===== src/rtl/burstWidthPkg.sv =====
package burstWidthPkg;

  typedef enum logic [2:0] {
    IDLE_S,
    NEGO_S,
    PASS_S,
    FILL_S,
    LOW_S,
    HIGH_S
  } xferState_t;

  typedef struct packed {
    logic capture;
    logic selHigh;
    logic narrow;
  } dpStrobe_t;

endpackage


===== src/rtl/widthCtrl.sv =====
module widthCtrl
  import burstWidthPkg::*;
(
  input  logic      clk,
  input  logic      rstN,
  input  logic      locReqN,
  input  logic      locValid,
  input  logic      locLast,
  input  logic      busAck64N,
  input  logic      busReady,
  output logic      busReq64N,
  output logic      busValid,
  output logic      busLast,
  output logic      locAckN,
  output dpStrobe_t strb
);

  xferState_t state, nextState;
  logic       lastReg;

  always_ff @(posedge clk) begin
    if (!rstN) begin
      state   <= IDLE_S;
      lastReg <= 1'b0;
    end else begin
      state <= nextState;
      if (strb.capture) lastReg <= locLast;
    end
  end

  always_comb begin
    nextState    = state;
    busValid     = 1'b0;
    busLast      = 1'b0;
    locAckN      = 1'b1;
    strb         = '0;
    strb.narrow  = (state == FILL_S) || (state == LOW_S) || (state == HIGH_S);
    busReq64N    = (state == IDLE_S);
    unique case (state)
      IDLE_S: if (!locReqN) nextState = NEGO_S;
      NEGO_S: nextState = busAck64N ? FILL_S : PASS_S;
      PASS_S: begin
        busValid = locValid;
        busLast  = locLast;
        if (locValid && busReady) begin
          locAckN = 1'b0;
          if (locLast) nextState = IDLE_S;
        end
      end
      FILL_S: begin
        if (locValid) begin
          locAckN      = 1'b0;
          strb.capture = 1'b1;
          nextState    = LOW_S;
        end
      end
      LOW_S: begin
        busValid = 1'b1;
        if (busReady) nextState = HIGH_S;
      end
      HIGH_S: begin
        busValid     = 1'b1;
        strb.selHigh = 1'b1;
        busLast      = lastReg;
        if (busReady) nextState = lastReg ? IDLE_S : FILL_S;
      end
      default: nextState = IDLE_S;
    endcase
  end


  ack_needs_valid_chk: assert property (@(posedge clk) disable iff (!rstN)
    !locAckN |-> locValid);


  last_ends_txn_chk: assert property (@(posedge clk) disable iff (!rstN)
    (busValid && busReady && busLast) |=> busReq64N);

endmodule


===== src/rtl/widthDatapath.sv =====
module widthDatapath
  import burstWidthPkg::*;
#(
  parameter int DATA_W = 64
) (
  input  logic                clk,
  input  logic                rstN,
  input  dpStrobe_t           strb,
  input  logic [DATA_W-1:0]   locData,
  input  logic [DATA_W/8-1:0] locBe,
  output logic [DATA_W-1:0]   busData,
  output logic [DATA_W/8-1:0] busBe
);

  localparam int BE_W    = DATA_W / 8;
  localparam int HALF_W  = DATA_W / 2;
  localparam int HALF_BE = BE_W / 2;

  logic [DATA_W-1:0] holdData;
  logic [BE_W-1:0]   holdBe;
  logic [HALF_W-1:0] halfData;
  logic [HALF_BE-1:0] halfBe;

  always_ff @(posedge clk) begin
    if (!rstN) begin
      holdData <= '0;
      holdBe   <= '0;
    end else if (strb.capture) begin
      holdData <= locData;
      holdBe   <= locBe;
    end
  end

  always_comb begin
    halfData = strb.selHigh ? holdData[DATA_W-1:HALF_W] : holdData[HALF_W-1:0];
    halfBe   = strb.selHigh ? holdBe[BE_W-1:HALF_BE]    : holdBe[HALF_BE-1:0];
    if (strb.narrow) begin
      busData = {{HALF_W{1'b0}}, halfData};
      busBe   = {{HALF_BE{1'b0}}, halfBe};
    end else begin
      busData = locData;
      busBe   = locBe;
    end
  end

endmodule


===== src/rtl/burstWidthAdapter.sv =====
module burstWidthAdapter
  import burstWidthPkg::*;
#(
  parameter int DATA_W = 64
) (
  input  logic                clk,
  input  logic                rstN,
  input  logic                locReqN,
  input  logic                locValid,
  input  logic [DATA_W-1:0]   locData,
  input  logic [DATA_W/8-1:0] locBe,
  input  logic                locLast,
  output logic                locAckN,
  output logic                busReq64N,
  input  logic                busAck64N,
  output logic                busValid,
  input  logic                busReady,
  output logic [DATA_W-1:0]   busData,
  output logic [DATA_W/8-1:0] busBe,
  output logic                busLast
);

  localparam int BE_W    = DATA_W / 8;
  localparam int HALF_W  = DATA_W / 2;
  localparam int HALF_BE = BE_W / 2;

  dpStrobe_t strb;

  widthCtrl u_ctrl (
    .clk       (clk),
    .rstN      (rstN),
    .locReqN   (locReqN),
    .locValid  (locValid),
    .locLast   (locLast),
    .busAck64N (busAck64N),
    .busReady  (busReady),
    .busReq64N (busReq64N),
    .busValid  (busValid),
    .busLast   (busLast),
    .locAckN   (locAckN),
    .strb      (strb)
  );

  widthDatapath #(.DATA_W(DATA_W)) u_dp (
    .clk     (clk),
    .rstN    (rstN),
    .strb    (strb),
    .locData (locData),
    .locBe   (locBe),
    .busData (busData),
    .busBe   (busBe)
  );


  req_raised_chk: assert property (@(posedge clk) disable iff (!rstN)
    (busReq64N && !locReqN) |=> !busReq64N);


  upper_lanes_quiet_chk: assert property (@(posedge clk) disable iff (!rstN)
    (busValid && strb.narrow) |->
      (busData[DATA_W-1:HALF_W] == '0 && busBe[BE_W-1:HALF_BE] == '0));


  beat_held_chk: assert property (@(posedge clk) disable iff (!rstN)
    (busValid && !busReady && strb.narrow) |=>
      (busValid && $stable(busData) && $stable(busBe)));

endmodule


===== config.mk =====
export PLATFORM = sky130hd
export DESIGN_NAME = burstWidthAdapter
export DESIGN_NICKNAME = d
export VERILOG_FILES = /design/src/rtl/burstWidthPkg.sv /design/src/rtl/widthCtrl.sv /design/src/rtl/widthDatapath.sv /design/src/rtl/burstWidthAdapter.sv
export SDC_FILE = /design/constraint.sdc
export NUM_CORES = 1
export LEC_CHECK = 0
export BUFFER_PORTS_ARGS = -buffer_cell sky130_fd_sc_hd__buf_2
export CORE_ASPECT_RATIO = 1.2
export CORE_MARGIN = 2
export CORE_UTILIZATION = 40
export CTS_CLUSTER_DIAMETER = 150
export DETAILED_ROUTE_END_ITERATION = 12
export PLACE_DENSITY = 0.65
export SLEW_MARGIN = 5
export SYNTH_ARGS = -nofsm -noshare
export SYNTH_HDL_FRONTEND = slang
export SYNTH_SLANG_ARGS = --single-unit

===== constraint.sdc =====
create_clock -name clk -period 1.7 [get_ports clk]
set_clock_uncertainty 0.1 [all_clocks]
set_input_delay 0.34 -clock clk [delete_from_list [all_inputs] [get_ports clk]]
set_output_delay 0.34 -clock clk [all_outputs]
set_load 0.01 [all_outputs]

==> flow_metrics.tcl, run 1 <==
set metrics [dict create \
    status "complete, but fails checks" \
    violations "negative setup slack" \
    synthesis.nets 679 \
    wl_per_cell_um 17.75 \
    period_needed_ns 2.181 \
    switchingPower_mw 2.441 \
    cp-start-kind "flop" \
    crit_chain "buf_6 -> and2_4 -> clkbuf_16 -> nor3_2 -> a21o_1 -> a21oi_1 -> buf_2" \
    drcViolationCount 0 \
    root_buffer "clkbuf_16" \
    first_global_vias 5017 \
    clockBufferDepth 2 \
    grtUsageTotal 0.2344 \
    start_util 0.4117 \
    row_count 43 \
    postSynthAreaPerCell_um2 7.937 \
    critical_path_required_ns 1.26 \
    netlist_area_mm2 0.004762 \
    crit_path_max_incr_delay_ns 0.36 \
    cp_max_fo 8 \
    routed_wl_mm 16.58 \
    insertion_delay_ns 0.33 \
    cts_tree "yes" \
    mostFrequentLayoutCells "buf_2 (137), a21oi_2 (97), nand2_1 (78)" \
    first_pass_iters 5 \
    io_pins 155 \
    final_common_cell "buf_2" \
    layout_setup_ws_ns -0.4806 \
    switching_share 0.3441 \
    drv_slew 0 \
    port_buffers 154 \
    hp-class "in2reg" \
    antenna_found_initial 1 \
    leakagePower_nw 2.892 \
    hold_buffers 0 \
    hpwl_mm 10.24 \
    grt_max_degree 46 \
    combPwrFrac 0.455 \
    die_w_um 103.6 \
    max_freq_mhz 458.6 \
    post_route_cells_drive_above_1_share 0.6293 \
    seqPwrFrac 0.270 \
    slowest_stage "dfxtp_4" \
    drtIter0Drc 223 \
    rsz0062_at_grt "true" \
    finalSetupViolCount 77 \
    vias_per_cell 5.549 \
    p_per_area_mw_per_mm2 972.5 \
    gp_congestion 0.8459 \
    placed_cell_area_mm2 0.005878 \
    route.vias.total 5183 \
    clk_pin_slew_ns 0.06 \
    numCtsBuffers 9 \
    arrival_ns 1.74 \
    fin_crit_sh 1.283 \
    coreArea_mm2 0.01157 \
    syn2layout_area_growth_pct 53.15 \
    hold_violations 0 \
    maxCapViolations 0 \
    vdd_ir_drop_max_uv 573.6 \
    finalInstanceArea_mm2 0.007293 \
    htreeDepth 3 \
    die_h_um 123.5 \
    p_clk_frac 0.276 \
    final_antenna_net_count 0 \
    grt_pass1_wl_mm 24.53 \
    end_kind "output port" \
    ys_seq_elements 76 \
    synth_warnings 0 \
    grt_overflow_total 0 \
    diodes 0 \
    dpl_worst_slack_ns -0.1498 \
    synth.distinct_cells 32 \
    clock_sinks 76 \
    nets 851 \
    yosysSeqAreaShare 0.3195 \
    synth_cells 600 \
    relSlewSlack 0.8158 \
    p_int_mw 4.652 \
    worst_slew_pin_slew_ns 0.2728 \
    fill_cells 967 \
    die_area_mm2 0.01280 \
    critPathKind "reg2out" \
]
-- cells in the mapped netlist --
library cell | count | area [um2]
a211oi_1 | 4 | 30.03
a21o_1 | 34 | 255.2
a21oi_1 | 37 | 185.2
a21oi_2 | 70 | 613.1
a31oi_1 | 1 | 6.260
and2_1 | 37 | 231.5
and2_2 | 1 | 7.510
and3_4 | 1 | 11.26
buf_1 | 2 | 7.510
buf_12 | 8 | 160.2
buf_2 | 20 | 100.1
buf_4 | 6 | 45.04
clkbuf_1 | 25 | 93.84
dfxtp_1 | 76 | 1521
inv_1 | 3 | 11.26
mux2_2 | 1 | 11.26
nand2_1 | 80 | 300.3
nand2_2 | 70 | 437.9
nand2b_1 | 2 | 12.51
nand3_1 | 1 | 5.000
nor2_1 | 5 | 18.77
nor2b_4 | 1 | 13.76
nor3_1 | 37 | 185.2
o211ai_1 | 2 | 15.01
o21a_2 | 1 | 8.760
o21ai_0 | 2 | 10.01
o21ai_1 | 1 | 5.000
o22ai_1 | 68 | 425.4
o32ai_1 | 1 | 8.760
o41ai_1 | 1 | 8.760
or2_2 | 1 | 6.260
or4b_1 | 1 | 10.01
-- power groups by stage --
stage / combinational [mW] / clock [mW] / sequential [mW]
floorplan: 1.53 / 0 / 1.91
global placement: 2.33 / 0 / 1.93
detailed placement: 2.37 / 0 / 1.93
CTS: 2.96 / 1.96 / 1.90
global route: 3.43 / 2.04 / 1.92
finish: 3.22 / 1.95 / 1.91
-- area by class of cell --
type                            count  area, um2  share of cell area
Inverter                            3      13.76            0.001887
Clock buffer                       15      267.8             0.03671
Multi-Input combinational cell    460       3374              0.4627
Tap cell                          157      196.4             0.02693
Timing Repair Buffer              222       1878              0.2575
Clock inverter                      1      30.03            0.004117
Sequential cell                    76       1533              0.2102
-- cells by family after synthesis --
group	count (synthesis)	share of synthesized area
muxes	1	0.002365
DFF	76	0.3195
buffers and inverters	64	0.08776
AOI/OAI and AO/OA	222	0.3300
and+or+nand+nor	237	0.2604
-- flip-flops by register name (all words and copies together) (netlist names) --
signal and count:
u_dp.holdBe 8, u_ctrl.state 3, u_dp.holdData 64, u_ctrl.lastReg 1
-- through the flow --
step                      instances  utilization  setup TNS (ns)  power (mW)  hold slack, ns
after floorplan                 600            -         -0.9718       3.446          0.3364
after global placement          892       0.5082          -6.285       4.255          0.3440
after detailed placement        892       0.5082          -7.643       4.300          0.3498
after CTS                       918       0.5835          -25.05       6.829          0.1431
after global routing            934       0.6305          -33.40       7.391          0.1471
final                           934       0.6305          -26.61       7.093          0.1472
-- what timing repair did --
| item | in CTS | in global routing |
|---|---|---|
| pin swaps | 19 | 3 |
| gates resized for setup | 104 | 62 |
| cloned | 4 | 10 |
| setup endpoints to repair | 77 | 148 |
| setup buffers | 6 | 7 |
-- per-layer routing --
layer  share of wire  global-route usage  vias up
li1                -                   -     2454
met1            0.42              0.2796     2512
met2            0.51              0.4214      189
met3           0.056             0.04955       26
met4           0.017             0.08108        2
met5         0.00066                   0        -
-- path summary, 6_finish.rpt --
kind	from	endpoint	slack, ns	cells after the start
setup / recovery	u_ctrl.state[0]$_SDFFE_PN0P_	busData[2]	-0.48	7
hold / removal	locData[62]	u_dp.holdData[62]$_SDFFE_PN0P_	0.15	3
setup reg to reg	u_ctrl.state[2]$_SDFFE_PN0P_	u_dp.holdData[32]$_SDFFE_PN0P_	0	8
hold reg to reg	u_dp.holdData[43]$_SDFFE_PN0P_	u_dp.holdData[43]$_SDFFE_PN0P_	0.36	2
-- worst max-delay path, delay by kind of cell (launching register included) --
kind	cells	cell delay (ns)
buffers and inverters	3	0.46
DFF	1	0.36
AOI/OAI and AO/OA	2	0.29
and+or+nand+nor	2	0.28
Note: power is estimated with default switching activity, not from simulation.
==> inputs of run 2 (changes only) <==
--- a/config.mk
+++ b/config.mk
@@ -12,6 +12,7 @@
 export CTS_CLUSTER_DIAMETER = 150
 export DETAILED_ROUTE_END_ITERATION = 12
 export PLACE_DENSITY = 0.65
+export SETUP_SLACK_MARGIN = 0.1
 export SLEW_MARGIN = 5
 export SYNTH_ARGS = -nofsm -noshare
 export SYNTH_HDL_FRONTEND = slang
==> run 2 against run 1 <==
Compared with the run above: first-iteration DRC count grew 41%; clock power is essentially flat; combinational power shrank 10%; fmax grew 5.2%; the run still ends with negative setup slack left; largest cell class unchanged; critical path depth shrank 1; routed wire length shrank 5.4%; register-to-register slack lost 0.10 ns; power shrank 4.7%.
==> flow_metrics.tcl, run 2 (synthesis gave the netlist of run 1 again) <==
set metrics [dict create \
    vdd_ir_drop_max_uv 529.5 \
    grtUsageTotal 0.2372 \
    cp.depth 6 \
    die_area_mm2 0.01280 \
    die_h_um 123.5 \
    period_needed_ns 2.072 \
    cp-start-kind "flop" \
    ff2ff_path_depth 9 \
    grt_max_degree 45 \
    fin_crit_sh 1.219 \
    final_common_cell "buf_2" \
    drcViolationCount 0 \
    antenna_found_initial 0 \
    die_w_um 103.6 \
    final_antenna_net_count 0 \
    rsz0062_at_grt "true" \
    insertion_delay_ns 0.33 \
    port_buffers 154 \
    vias_per_cell 5.495 \
    dpl_worst_slack_ns -0.04344 \
    maxCapViolations 0 \
    finalSetupViolCount 149 \
    wl_met3_um 775 \
    cts_tree "yes" \
    numCtsBuffers 9 \
    root_buffer "clkbuf_16" \
    grt_pass1_wl_mm 24.10 \
    drv_slew 0 \
    first_global_vias 4805 \
    post_route_cells_drive_above_1_share 0.5767 \
    violations "negative setup slack" \
    arrival_ns 1.63 \
    p_per_area_mw_per_mm2 1003 \
    drtIter0Drc 315 \
    grt_overflow_total 0 \
    crit_chain "or2_4 -> buf_12 -> o22ai_1 -> a21o_1 -> a21oi_2 -> buf_2" \
    largest_reg_flops 64 \
    start_util 0.4117 \
    diodes 0 \
    wl_met2_mm 7.762 \
    first_pass_iters 5 \
    critical_path_required_ns 1.26 \
    power.total_mw 6.763 \
    highest_layer "met4" \
    wl_met1_mm 6.862 \
    path_buf_inv 2 \
    clock_sinks 76 \
    clk_pin_slew_ns 0.06 \
    reg.largest.list "u_dp.holdData: 64 flops, u_dp.holdBe: 8 flops, u_ctrl.state: 3 flops" \
    route.vias.total 5055 \
    mostFrequentLayoutCells "buf_2 (153), a21oi_2 (102), nand2_1 (79)" \
    routed_wl_mm 15.68 \
    row_count 43 \
    end_kind "output port" \
    gp_congestion 0.8329 \
    syn2layout_area_growth_pct 41.62 \
    status "complete, but fails checks" \
    hp-class "in2reg" \
    critPathTopFamily "flip-flops" \
    max_freq_mhz 482.6 \
    hold_violations 0 \
    holdPathStages 3 \
    wl_per_cell_um 17.04 \
    crit_path_max_incr_delay_ns 0.36 \
    clockBufferDepth 2 \
    slowest_stage "dfxtp_4" \
    worst_slew_pin_slew_ns 0.3037 \
    regMostFlops "u_dp.holdData" \
    leakagePower_nw 2.661 \
    critPathKind "reg2out" \
    relSlewSlack 0.7975 \
    htreeDepth 3 \
    layout_setup_ws_ns -0.3720 \
    hpwl_mm 10.03 \
    cp_max_fo 18 \
    io_pins 155 \
    nets 837 \
    coreArea_mm2 0.01157 \
]
run 2: cell types whose count changed in the layout (fill, tap and decap cells not counted), sizes merged:
| cell | before | now |
|---|---|---|
| clkinv | 0 | 2 |
| inv | 3 | 2 |
| clkbuf | 22 | 13 |
| clkinvlp | 0 | 2 |
| buf | 213 | 204 |
| bufbuf | 2 | 3 |
run 2: layer usage:
| metal | vias to the layer above | track usage |
|---|---|---|
| li1 | 2422 | - |
| met1 | 2429 | 0.2926 |
| met2 | 182 | 0.4106 |
| met3 | 22 | 0.04006 |
| met4 | 0 | 0.1056 |
| met5 | - | 0 |
run 2: final timing paths:
| kind | slack (ns) | to | from |
|---|---|---|---|
| min | 0.14 | u_dp.holdData[39]$_SDFFE_PN0P_ | locData[39] |
| max | -0.37 | busData[11] | u_ctrl.state[0]$_SDFFE_PN0P_ |
| max reg2reg | -0.10 | u_dp.holdData[61]$_SDFFE_PN0P_ | u_ctrl.state[2]$_SDFFE_PN0P_ |
| min reg2reg | 0.36 | u_dp.holdData[44]$_SDFFE_PN0P_ | u_dp.holdData[44]$_SDFFE_PN0P_ |
run 2: layout make-up:
cell class / count / area (um2)
sequential: 76 / 1533
fill: 1046 / 4823
clock inverter: 4 / 47.55
multi-input combinational: 460 / 3127
tap: 157 / 196.4
timing repair buffer: 208 / 1567
inverter: 3 / 17.52
clock buffer: 12 / 256.5
run 2: repair_timing:
item                       CTS  global route
setup endpoints to repair  107           152
resized for setup           39            17
pin swaps                    7             4
setup buffers                9             0
hold buffers                 0             0
gates cloned                 5             1
run 2: worst min-delay path, cell delays in order:
cell     delay [ns]
buf_2          0.11
nand2_2        0.05
a21oi_2        0.04
run 2: metrics by stage:
step | instance area, um2 | util | hold WS [ns] | cells | TNS [ns]
floorplan | 4981 | - | 0.3364 | 600 | 0
global placement | 5957 | 0.5150 | 0.3437 | 889 | -0.04101
detailed placement | 5957 | 0.5150 | 0.3472 | 889 | -0.1986
CTS | 6638 | 0.5738 | 0.1269 | 919 | -26.55
global route | 6744 | 0.5830 | 0.1378 | 920 | -36.15
finish | 6744 | 0.5830 | 0.1353 | 920 | -26.69
run 2: report_power, final:
group	switching [mW]	internal, mW	leakage, nW
Sequential	0.0614	1.85	0.615
Clock	0.748	1.21	0.149
Combinational	1.55	1.34	1.90
==> inputs of run 3 (changes only) <==
--- a/config.mk
+++ b/config.mk
@@ -5,15 +5,17 @@
 export SDC_FILE = /design/constraint.sdc
 export NUM_CORES = 1
 export LEC_CHECK = 0
+export ABC_AREA = 1
 export BUFFER_PORTS_ARGS = -buffer_cell sky130_fd_sc_hd__buf_2
 export CORE_ASPECT_RATIO = 1.2
 export CORE_MARGIN = 2
 export CORE_UTILIZATION = 40
 export CTS_CLUSTER_DIAMETER = 150
 export DETAILED_ROUTE_END_ITERATION = 12
-export PLACE_DENSITY = 0.65
+export PLACE_DENSITY = 0.68
 export SETUP_SLACK_MARGIN = 0.1
 export SLEW_MARGIN = 5
 export SYNTH_ARGS = -nofsm -noshare
 export SYNTH_HDL_FRONTEND = slang
 export SYNTH_SLANG_ARGS = --single-unit
+export TNS_END_PERCENT = 50
==> run 3 against run 2 <==
Compared with the run above: the flow still finishes with violations (negative setup slack); critical path depth rose by 2; critical endpoint is now busData[7]; count of clock-buffer cells in the layout fell by 3; power rose by 17%; non-clock buffer count fell by 23; synthesized cell count fell by 9.7%; design area fell by 12%.
==> flow_metrics.tcl, run 3 <==
set metrics [dict create \
    grt_pass1_wl_mm 17.16 \
    regMostFlops "u_dp.holdData" \
    mostFrequentLayoutCells "buf_2 (142), inv_1 (115), a21oi_1 (76)" \
    drv_slew 0 \
    violations "negative setup slack" \
    synth_area_leaders "dfxtp_1 (40%), a21oi_1 (12%), inv_1 (11%)" \
    syn2layout_area_growth_pct 54.63 \
    path_buf_inv 4 \
    arrival_ns 1.57 \
    synthFlopType "dfxtp_1" \
    worst_slew_pin_slew_ns 0.3239 \
    layout_setup_ws_ns -0.3100 \
    leakagePower_nw 2.560 \
    critical_path_required_ns 1.26 \
    fill_cells 809 \
    synth_edf_count 0 \
    yosysSeqAreaShare 0.3983 \
    power.total_mw 7.895 \
    async_flop_share 0 \
    multi_input_area_mm2 0.002079 \
    cp_max_fo 8 \
    htreeDepth 3 \
    clk_pin_slew_ns 0.06 \
    final_common_cell "buf_2" \
    root_buffer "clkbuf_16" \
    ys_seq_elements 76 \
    synth_top_area_cell "dfxtp_1" \
    synth_cells 542 \
    hpwl_mm 7.234 \
    hold_buffers 0 \
    r2r_end "u_dp.holdData[41]$_SDFFE_PN0P_" \
    reg.largest.list "u_dp.holdData: 64 flops, u_dp.holdBe: 8 flops, u_ctrl.state: 3 flops" \
    hp-class "in2reg" \
    hold_violations 0 \
    regArea_mm2 0.001530 \
    synth.most_common_cell "inv_1" \
    vdd_ir_drop_max_uv 639.8 \
    io_pins 155 \
    row_count 39 \
    netlist_area_mm2 0.003820 \
    slowest_stage "dfxtp_4" \
    die_area_mm2 0.01035 \
    fin_crit_sh 1.182 \
    postSynthAreaPerCell_um2 7.048 \
    synth_common_cells "inv_1 (115), a21oi_1 (89), nor2_1 (78)" \
    holdPathStages 3 \
    drtIter0Drc 175 \
    route.vias.total 4141 \
    synthesis.nets 621 \
    crit_chain "inv_6 -> nand2_8 -> inv_8 -> nand2_8 -> clkbuf_16 -> o22ai_1 -> a21oi_1 -> buf_2" \
    max_freq_mhz 497.5 \
    nets 778 \
    port_buffers 154 \
    insertion_delay_ns 0.32 \
    grtUsageTotal 0.2053 \
    grt_overflow_total 0 \
    finalSetupViolCount 75 \
    status "complete, but fails checks" \
    critPathTopFamily "buffers and inverters" \
    cp-start-kind "flop" \
    rrSetupSlack_ns 0.07 \
    first_global_vias 3816 \
    period_needed_ns 2.010 \
    numCtsBuffers 9 \
    gp_congestion 0.8461 \
    ff2ff_path_depth 7 \
    final_antenna_net_count 0 \
    end_kind "output port" \
    grt_max_degree 76 \
    post_route_cells_drive_above_1_share 0.4359 \
    crit_path_max_incr_delay_ns 0.38 \
    vias_per_cell 5.019 \
    dpl_worst_slack_ns -0.07360 \
    fin_util 0.6272 \
    hold-path-endpoint "u_dp.holdData[36]$_SDFFE_PN0P_" \
    coreArea_mm2 0.009418 \
    maxCapViolations 0 \
    relSlewSlack 0.7841 \
    start_util 0.4056 \
    antenna_found_initial 0 \
    largest_reg_flops 64 \
    cts_tree "yes" \
    critPathKind "reg2out" \
    clock_sinks 76 \
    clockBufferDepth 2 \
    synth.distinct_cells 23 \
    die_w_um 93.21 \
    crit_top_cell "nand2_8" \
    diodes 0 \
    min-delay-start "locData[36]" \
    synth_warnings 0 \
    first_pass_iters 6 \
    p_per_area_mw_per_mm2 1337 \
    drcViolationCount 0 \
    wl_per_cell_um 14.03 \
    synth_top_area_share 0.3983 \
    die_h_um 111.1 \
    routed_wl_mm 11.58 \
    r2r-start "u_ctrl.state[2]$_SDFFE_PN0P_" \
    rsz0062_at_grt "true" \
]
## run 3: changes by cell type after synthesis, moves of 36 or more
cell / change
o21ai_0: +74
nand2_2: -69
inv_1: +112
nor2_1: +73
a21oi_1: +52
o22ai_1: -51
and2_1: -37
a21oi_2: -67
nor3_1: -36
nand2_1: -70
## run 3: cell type report
| class | count | share of cell area |
|---|---|---|
| Timing Repair Buffer | 185 | 0.2338 |
| Multi-Input combinational cell | 309 | 0.3520 |
| Inverter | 118 | 0.07753 |
| Tap cell | 123 | 0.02605 |
| Sequential cell | 76 | 0.2591 |
| Clock buffer | 9 | 0.03813 |
| Clock inverter | 5 | 0.01334 |
## run 3: logic make-up (layout without fill, tap and decap cells)
kind of cell	count (synthesis)	in the layout	share of synthesized area
compound gates	206	206	0.3095
buf+inv	157	317	0.1792
flops	76	76	0.3983
simple gates	103	103	0.1130
## run 3: worst max path at each step
stage	start	to	cells after the start
global placement	u_ctrl.state[2]$_SDFFE_PN0P_	busData[3]	6
global route	u_ctrl.state[2]$_SDFFE_PN0P_	busData[3]	7
floorplan	u_ctrl.state[2]$_SDFFE_PN0P_	busData[19]	7
CTS	u_ctrl.state[2]$_SDFFE_PN0P_	busData[3]	7
finish	u_ctrl.state[1]$_SDFFE_PN0P_	busData[7]	8
detailed placement	u_ctrl.state[2]$_SDFFE_PN0P_	busData[3]	6
## run 3: metal layers
metal | wire length, um | share of wire | track usage | up-vias
li1 | - | - | - | 2064
met1 | 4667 | 0.40 | 0.2327 | 1924
met2 | 6093 | 0.53 | 0.3705 | 123
met3 | 437 | 0.038 | 0.03127 | 30
met4 | 376 | 0.032 | 0.09706 | 0
met5 | 0 | 0 | 0 | -
## run 3: metrics by stage
stage / instances / hold slack [ns] / TNS (ns) / cell area [um2]
final: 825 / 0.1901 / -16.12 / 5907
after global placement: 801 / 0.3317 / -0.01809 / 4867
after detailed placement: 801 / 0.3390 / -0.1219 / 4867
after global routing: 825 / 0.2068 / -20.64 / 5907
after CTS: 822 / 0.2012 / -15.70 / 5512
after floorplan: 542 / 0.3237 / 0 / 3895
## run 3: where the power goes
part	switching [mW]	total (mW)	internal [mW]
clock	0.698	1.96	1.26
combinational	2.05	3.76	1.71
sequential	0.145	2.17	2.03
## run 3: worst register-to-register path, stage by stage (launching register included)
cell and delay, ns:
dfxtp_4 0.38, inv_4 0.07, buf_4 0.10, buf_4 0.10, nand4_4 0.21, buf_12 0.29, o21ai_0 0.23, a21oi_2 0.05
## run 3: repair_timing
item                       CTS  global route
pin swaps                    4             9
setup buffers                3             2
gates cloned                 4             3
setup endpoints to repair   76           120
resized for setup           52            98
